[config.mk]
export PLATFORM = sky130hd
export DESIGN_NAME = gate_pair_ctrl
export DESIGN_NICKNAME = d
export VERILOG_FILES = /design/src/rtl/gdrv_pkg.sv /design/src/rtl/cmd_deglitch.sv /design/src/rtl/handover_fsm.sv /design/src/rtl/hs_pulse_check.sv /design/src/rtl/gate_pair_ctrl.sv
export SDC_FILE = /design/constraint.sdc
export NUM_CORES = 1
export LEC_CHECK = 0
export ABC_AREA = 1
export ABC_CLOCK_PERIOD_IN_PS = 2200
export CAP_MARGIN = 25
export CORE_UTILIZATION = 45
export CTS_CLUSTER_DIAMETER = 50
export DETAILED_ROUTE_END_ITERATION = 10
export HOLD_SLACK_MARGIN = 0.03
export PLACE_DENSITY = 0.73
export SLEW_MARGIN = 20
export SYNTH_ARGS = -nofsm -noshare
export SYNTH_HDL_FRONTEND = slang
export SYNTH_SLANG_ARGS = --single-unit
[constraint.sdc]
create_clock -name clk -period 2.2 [get_ports clk]
set_clock_uncertainty 0.1 [all_clocks]
set_input_delay 0.66 -clock clk [delete_from_list [all_inputs] [get_ports clk]]
set_output_delay 0.66 -clock clk [all_outputs]
set_load 0.03 [all_outputs]
[src/rtl/gdrv_pkg.sv]
package gdrv_pkg;

    typedef enum logic [2:0] {
        ST_IDLE,
        ST_ARM_HI,
        ST_ARM_LO,
        ST_HI_ON,
        ST_LO_ON
    } hand_st_t;

endpackage

[src/rtl/cmd_deglitch.sv]
// Accepts a new input level only after it has been sampled FILT_CYC times in a row.
module cmd_deglitch #(
    parameter int   FILT_CYC = 16,
    parameter logic RST_VAL  = 1'b1
) (
    input  logic clk,
    input  logic rst_n,
    input  logic raw,
    output logic clean
);
    localparam int CW = $clog2(FILT_CYC + 1);

    logic [CW-1:0] run_cnt;

    always_ff @(posedge clk or negedge rst_n) begin
        if (!rst_n) begin
            clean   <= RST_VAL;
            run_cnt <= '0;
        end else if (raw != clean) begin
            if (run_cnt == CW'(FILT_CYC - 1)) begin
                clean   <= raw;       // level held FILT_CYC samples
                run_cnt <= '0;
            end else begin
                run_cnt <= run_cnt + 1'b1;
            end
        end else begin
            run_cnt <= '0;            // shorter excursion forgotten
        end
    end

endmodule

[src/rtl/handover_fsm.sv]
// Grants one gate at a time, counting deadtime before every turn-on.
module handover_fsm
    import gdrv_pkg::*;
#(
    parameter int DEAD_CYC = 12
) (
    input  logic clk,
    input  logic rst_n,
    input  logic enable,
    input  logic hreq,
    input  logic lreq,
    output logic hi_gate,
    output logic lo_gate
);
    localparam int DW = $clog2(DEAD_CYC + 1);

    hand_st_t      st, nx;
    logic [DW-1:0] dcnt;
    logic          hx, lx, dead_done;

    // a request counts only while the other side is not also requesting
    assign hx        = hreq && !lreq;
    assign lx        = lreq && !hreq;
    assign dead_done = (dcnt == DW'(DEAD_CYC - 1));

    always_comb begin
        nx = st;
        unique case (st)
            ST_IDLE:   if (hx) nx = ST_ARM_HI;
                       else if (lx) nx = ST_ARM_LO;
            ST_ARM_HI: if (!hx) nx = ST_IDLE;
                       else if (dead_done) nx = ST_HI_ON;
            ST_ARM_LO: if (!lx) nx = ST_IDLE;
                       else if (dead_done) nx = ST_LO_ON;
            ST_HI_ON:  if (!hx) nx = ST_IDLE;
            ST_LO_ON:  if (!lx) nx = ST_IDLE;
            default:   nx = ST_IDLE;
        endcase
        if (!enable) nx = ST_IDLE;   // restart from idle
    end

    // state register with its deadtime counter
    always_ff @(posedge clk or negedge rst_n) begin
        if (!rst_n) begin
            st   <= ST_IDLE;
            dcnt <= '0;
        end else begin
            st   <= nx;
            dcnt <= (nx == st && (st == ST_ARM_HI || st == ST_ARM_LO)) ? dcnt + 1'b1 : '0;
        end
    end

    // outputs: turn-off follows the filtered request in the same cycle
    always_comb begin
        hi_gate = 1'b0;
        lo_gate = 1'b0;
        unique case (st)
            ST_HI_ON: hi_gate = enable && hx;
            ST_LO_ON: lo_gate = enable && lx;
            ST_IDLE, ST_ARM_HI, ST_ARM_LO: ;
            default: ;
        endcase
    end

endmodule

[src/rtl/hs_pulse_check.sv]
// Flags filtered high-side on-commands shorter than MIN_ON_CYC clocks.
module hs_pulse_check #(
    parameter int MIN_ON_CYC = 50
) (
    input  logic clk,
    input  logic rst_n,
    input  logic hreq,
    output logic short_pulse
);
    localparam int PW = $clog2(MIN_ON_CYC + 1);

    logic [PW-1:0] on_len;

    always_ff @(posedge clk or negedge rst_n) begin
        if (!rst_n) begin
            on_len      <= '0;
            short_pulse <= 1'b0;
        end else if (hreq) begin
            on_len      <= (on_len == PW'(MIN_ON_CYC)) ? on_len : on_len + 1'b1;
            short_pulse <= 1'b0;
        end else begin
            short_pulse <= (on_len != '0) && (on_len < PW'(MIN_ON_CYC));
            on_len      <= '0;
        end
    end

endmodule

[src/rtl/gate_pair_ctrl.sv]
module gate_pair_ctrl #(
    parameter int FILT_CYC   = 16,
    parameter int DEAD_CYC   = 12,
    parameter int MIN_ON_CYC = 50
) (
    input  logic clk,
    input  logic rst_n,
    input  logic enable,
    input  logic hi_cmd_n,
    input  logic lo_cmd_n,
    output logic hi_gate,
    output logic lo_gate,
    output logic short_pulse
);
    logic [1:0] raw_n, filt_n;
    logic       hreq, lreq;

    assign raw_n = {hi_cmd_n, lo_cmd_n};   // bit 1 high side, bit 0 low side

    // identical filter on both commands keeps latency matched
    for (genvar g = 0; g < 2; g++) begin : g_flt
        cmd_deglitch #(.FILT_CYC(FILT_CYC), .RST_VAL(1'b1)) u_flt (
            .clk   (clk),
            .rst_n (rst_n),
            .raw   (raw_n[g]),
            .clean (filt_n[g])
        );
    end

    assign hreq = ~filt_n[1];
    assign lreq = ~filt_n[0];

    handover_fsm #(.DEAD_CYC(DEAD_CYC)) u_fsm (
        .clk     (clk),
        .rst_n   (rst_n),
        .enable  (enable),
        .hreq    (hreq),
        .lreq    (lreq),
        .hi_gate (hi_gate),
        .lo_gate (lo_gate)
    );

    hs_pulse_check #(.MIN_ON_CYC(MIN_ON_CYC)) u_pw (
        .clk         (clk),
        .rst_n       (rst_n),
        .hreq        (hreq),
        .short_pulse (short_pulse)
    );

endmodule

==> run summary <==
The worst hold path belongs to the class reg -> reg. On the worst path, the slowest cell contributes a delay of between 0.5 and 0.6 ns. The cell with the largest stage delay on the worst path is sky130_fd_sc_hd__dfstp_2. The overall die area is 0.003125 mm2. The number of clock sinks came out at 26. The start point of the worst min-delay path is g_flt[0].u_flt.run_cnt[0]. During I/O placement, the number of pins put on the boundary was 8. The required time reported for the critical path endpoint is 1.44 ns. In the final layout, the share of cells above drive strength 1 is roughly 16%. The total DRC errors in the routed layout is 0. CTS built an H-tree with a depth of 1.

Routability-driven placement finished with a final weighted congestion of roughly 0.9. The final instance area came out at 0.001511 mm2. In this run the tool buffered the top-level ports with 7 buffer cells. The insertion delay to the later sink of the worst-skew pair came out at 0.31 ns. The number of buffers on the longest clock path came out at 2. The worst setup path is captured at a primary output. The global-route total usage across every layer came out at ~16%. The synthesized netlist occupies a cell area of about 0.0013 mm2.

The tree is rooted in a sky130_fd_sc_hd__clkbuf_4. The iteration count of the initial detailed-routing pass came out at 4. The routed design could run at a clock period as short as ~2.2 ns. Dividing the final minimum period by the clock period gives 98.75%. The fraction of synthesized cell area taken by the top area cell type is 45.93%. The fraction of the yosys area taken by sequential cells is roughly half. In this run, synthesis produced a sequential element count of 26. The floorplan step set the die height to around 56 um.

The total grt overflow is 0. Setup violations remaining at the end of the flow were counted as 0. The worst path arrival time is 1.41 ns. The kind of start point of the critical path is a flop. Walking the worst path, the cells encountered are inv_2, nor2_4, nand4_1, nor2_1, buf_4. The number of hold buffers added after cts is 0. The final hold violation count is 0. Across all layers, the routed design uses between 900 and 1000 vias. On the critical path the largest part of the delay comes from flip-flops. The leading area contributor after synthesis is sky130_fd_sc_hd__dfrtp_1.

The top cell types in the final layout, fill and taps aside, are 24 x sky130_fd_sc_hd__nor2_1, 24 x sky130_fd_sc_hd__dfrtp_1, 23 x sky130_fd_sc_hd__nand2_1, 19 x sky130_fd_sc_hd__inv_1. The analysis attributes to cell leakage a power of approximately 0.76 nW. The number of buffer and inverter instances along the worst setup path came out at 2.

The flow ran to the end, and the final reports show no timing, DRC or antenna violations. The power per cell area came out at around 600 mW/mm2. The highest achievable clock rate came out at 0.4603 GHz. The first global-routing pass estimated between 3 and 4 mm of wire.

The post-detailed-placement half-perimeter wirelength is between 1.5 and 2 mm. The number of warnings printed during yosys synthesis came out at 0. The post-synthesis cell type count came out at 23. The detailed-route wire length per cell came out at 10.79 um.

Entering global routing, the biggest net connects 27 pins. For this block, the initial DRC count from the detailed router was 18. Across the run, the number of max-cap violations was 0. The total CTS buffers is 3. Setup repair after global routing could not meet its margin everywhere. The synthesized net count is about 160.

The final count of pins violating max slew is 0. The count of nets left with antenna violations once routing finished came out at 0. For this run, the post-layout net count is about 180.

From left edge to right edge, the die measures between 50 and 60 um. The maximum net fanout on the critical path is 3. The depth of the worst register-to-register path is 15. The category of the critical setup timing path is reg -> out. The via count of the first global-routing pass is between 900 and 1000. The clock slew at the register clock pins of the worst setup and hold paths is about 0.13 ns.

The number of cells produced by synthesis is roughly 150. The register-to-register path setup slack came out at roughly 0.43 ns. The area added between synthesis and finish is 15.60%. TritonCTS built the clock tree. The worst IR drop on VDD is 0.4361 mV. The count of standard-cell rows came out at 19. The end of the worst register-to-register path is u_fsm.dcnt[3]. The repair_antennas step left the layout with diodes totalling 0. Along the worst hold path, the cell count comes to 1.

The via density per instance came out at about 5.0. The worst register-to-register path begins at g_flt[1].u_flt.clean. The routed design has around 2.2 mm of wire. The tightest hold path in the finished design has a slack of 0.3626 ns.

In the post-synthesis netlist, the biggest area contributors are sky130_fd_sc_hd__dfrtp_1 46%, sky130_fd_sc_hd__nor2_1 6.9%, sky130_fd_sc_hd__nand2_1 6.6%. The core outline area came out at 0.002758 mm2. The path with the worst hold slack has its endpoint at g_flt[0].u_flt.run_cnt[0]. The relative slew slack came out at slightly below 80%. The design draws around 0.9 mW. The initial antenna violation count came out at 0.

A synthesized cell averages about 8.7 um2. The placed cell area came out at approximately 0.0014 mm2. The initial core utilization came out at between 40% and 50%.

At the pin with the least slew margin, the transition time is between 0.3 and 0.4 ns.
power by group:
part	switching (mW)	leakage, nW	internal (mW)
Combinational	0.0792	0.398	0.0574
Sequential	0.0252	0.346	0.510
Clock	0.134	0.0210	0.101
Total	0.238	0.765	0.668
per-layer routing:
layer / share of wire (%) / wire [um] / track usage (%)
met5: 0 / 0 / 0
met3: 2.5 / 55 / 3.023
met1: 51 / 1100 / 20.28
met4: 0.60 / 13 / 5.575
met2: 46 / 998 / 25.82
area by class of cell:
class / instances / area [um2]
clock buffers: 4 / 36.28
fillers: 243 / 1246
inverters: 23 / 86.33
multi-input cells: 102 / 573.1
flip-flops and latches: 26 / 653.1
well taps: 31 / 38.79
repair buffers: 15 / 123.9
through the flow:
stage	util, %	cells	setup TNS, ns	setup slack, ns
2_1_floorplan	-	151	0	0.02515
3_3_place_gp	51.72	191	-0.1326	-0.1018
3_5_place_dp	51.72	191	-0.1686	-0.1092
4_1_cts	54.36	200	-0.03749	-0.03749
5_1_grt	54.81	201	-0.07887	-0.07887
6_report	54.81	201	0	0.02760
worst max path at each step:
stage / to / cells after the start / startpoint
global placement: lo_gate / 4 / enable
finish: hi_gate / 5 / g_flt[0].u_flt.clean
global route: hi_gate / 5 / g_flt[0].u_flt.clean
CTS: hi_gate / 5 / g_flt[0].u_flt.clean
floorplan: lo_gate / 4 / g_flt[1].u_flt.clean
detailed placement: lo_gate / 4 / enable
kinds of logic after synthesis:
family / Yosys count / synth area share (%)
XOR/XNOR: 9 / 6.028
AND/OR/NAND/NOR: 70 / 23.54
adder cells (fa/ha/maj): 6 / 5.741
buffers and inverters: 23 / 6.603
AO/OA/AOI/OAI: 17 / 8.133
flip-flops: 26 / 49.95
state kept, by name, indices dropped and copies added (netlist names):
register / cells
u_fsm.dcnt: 4
u_pw.on_len: 6
u_fsm.st: 3
g_flt.u_flt.clean: 2
g_flt.u_flt.run_cnt: 10
u_pw.short_pulse: 1
timing repair:
item,CTS,global route
endpoints found under the setup margin,2,2
pin swaps,1,2
gates resized for setup,1,3
buffers inserted,5,1
cells in the mapped netlist (all sizes together):
master and instances:
ha 6, dfstp 2, nand3 10, xor2 5, dfrtp 24, a311oi 1, nand2 25, o21ai 6
nand4 3, o21bai 1, nor2 26, a21oi 8, nor3 4, inv 23, xnor2 4, o211ai 1
and3 2
No activity file was read; power rests on OpenSTA's default activity.
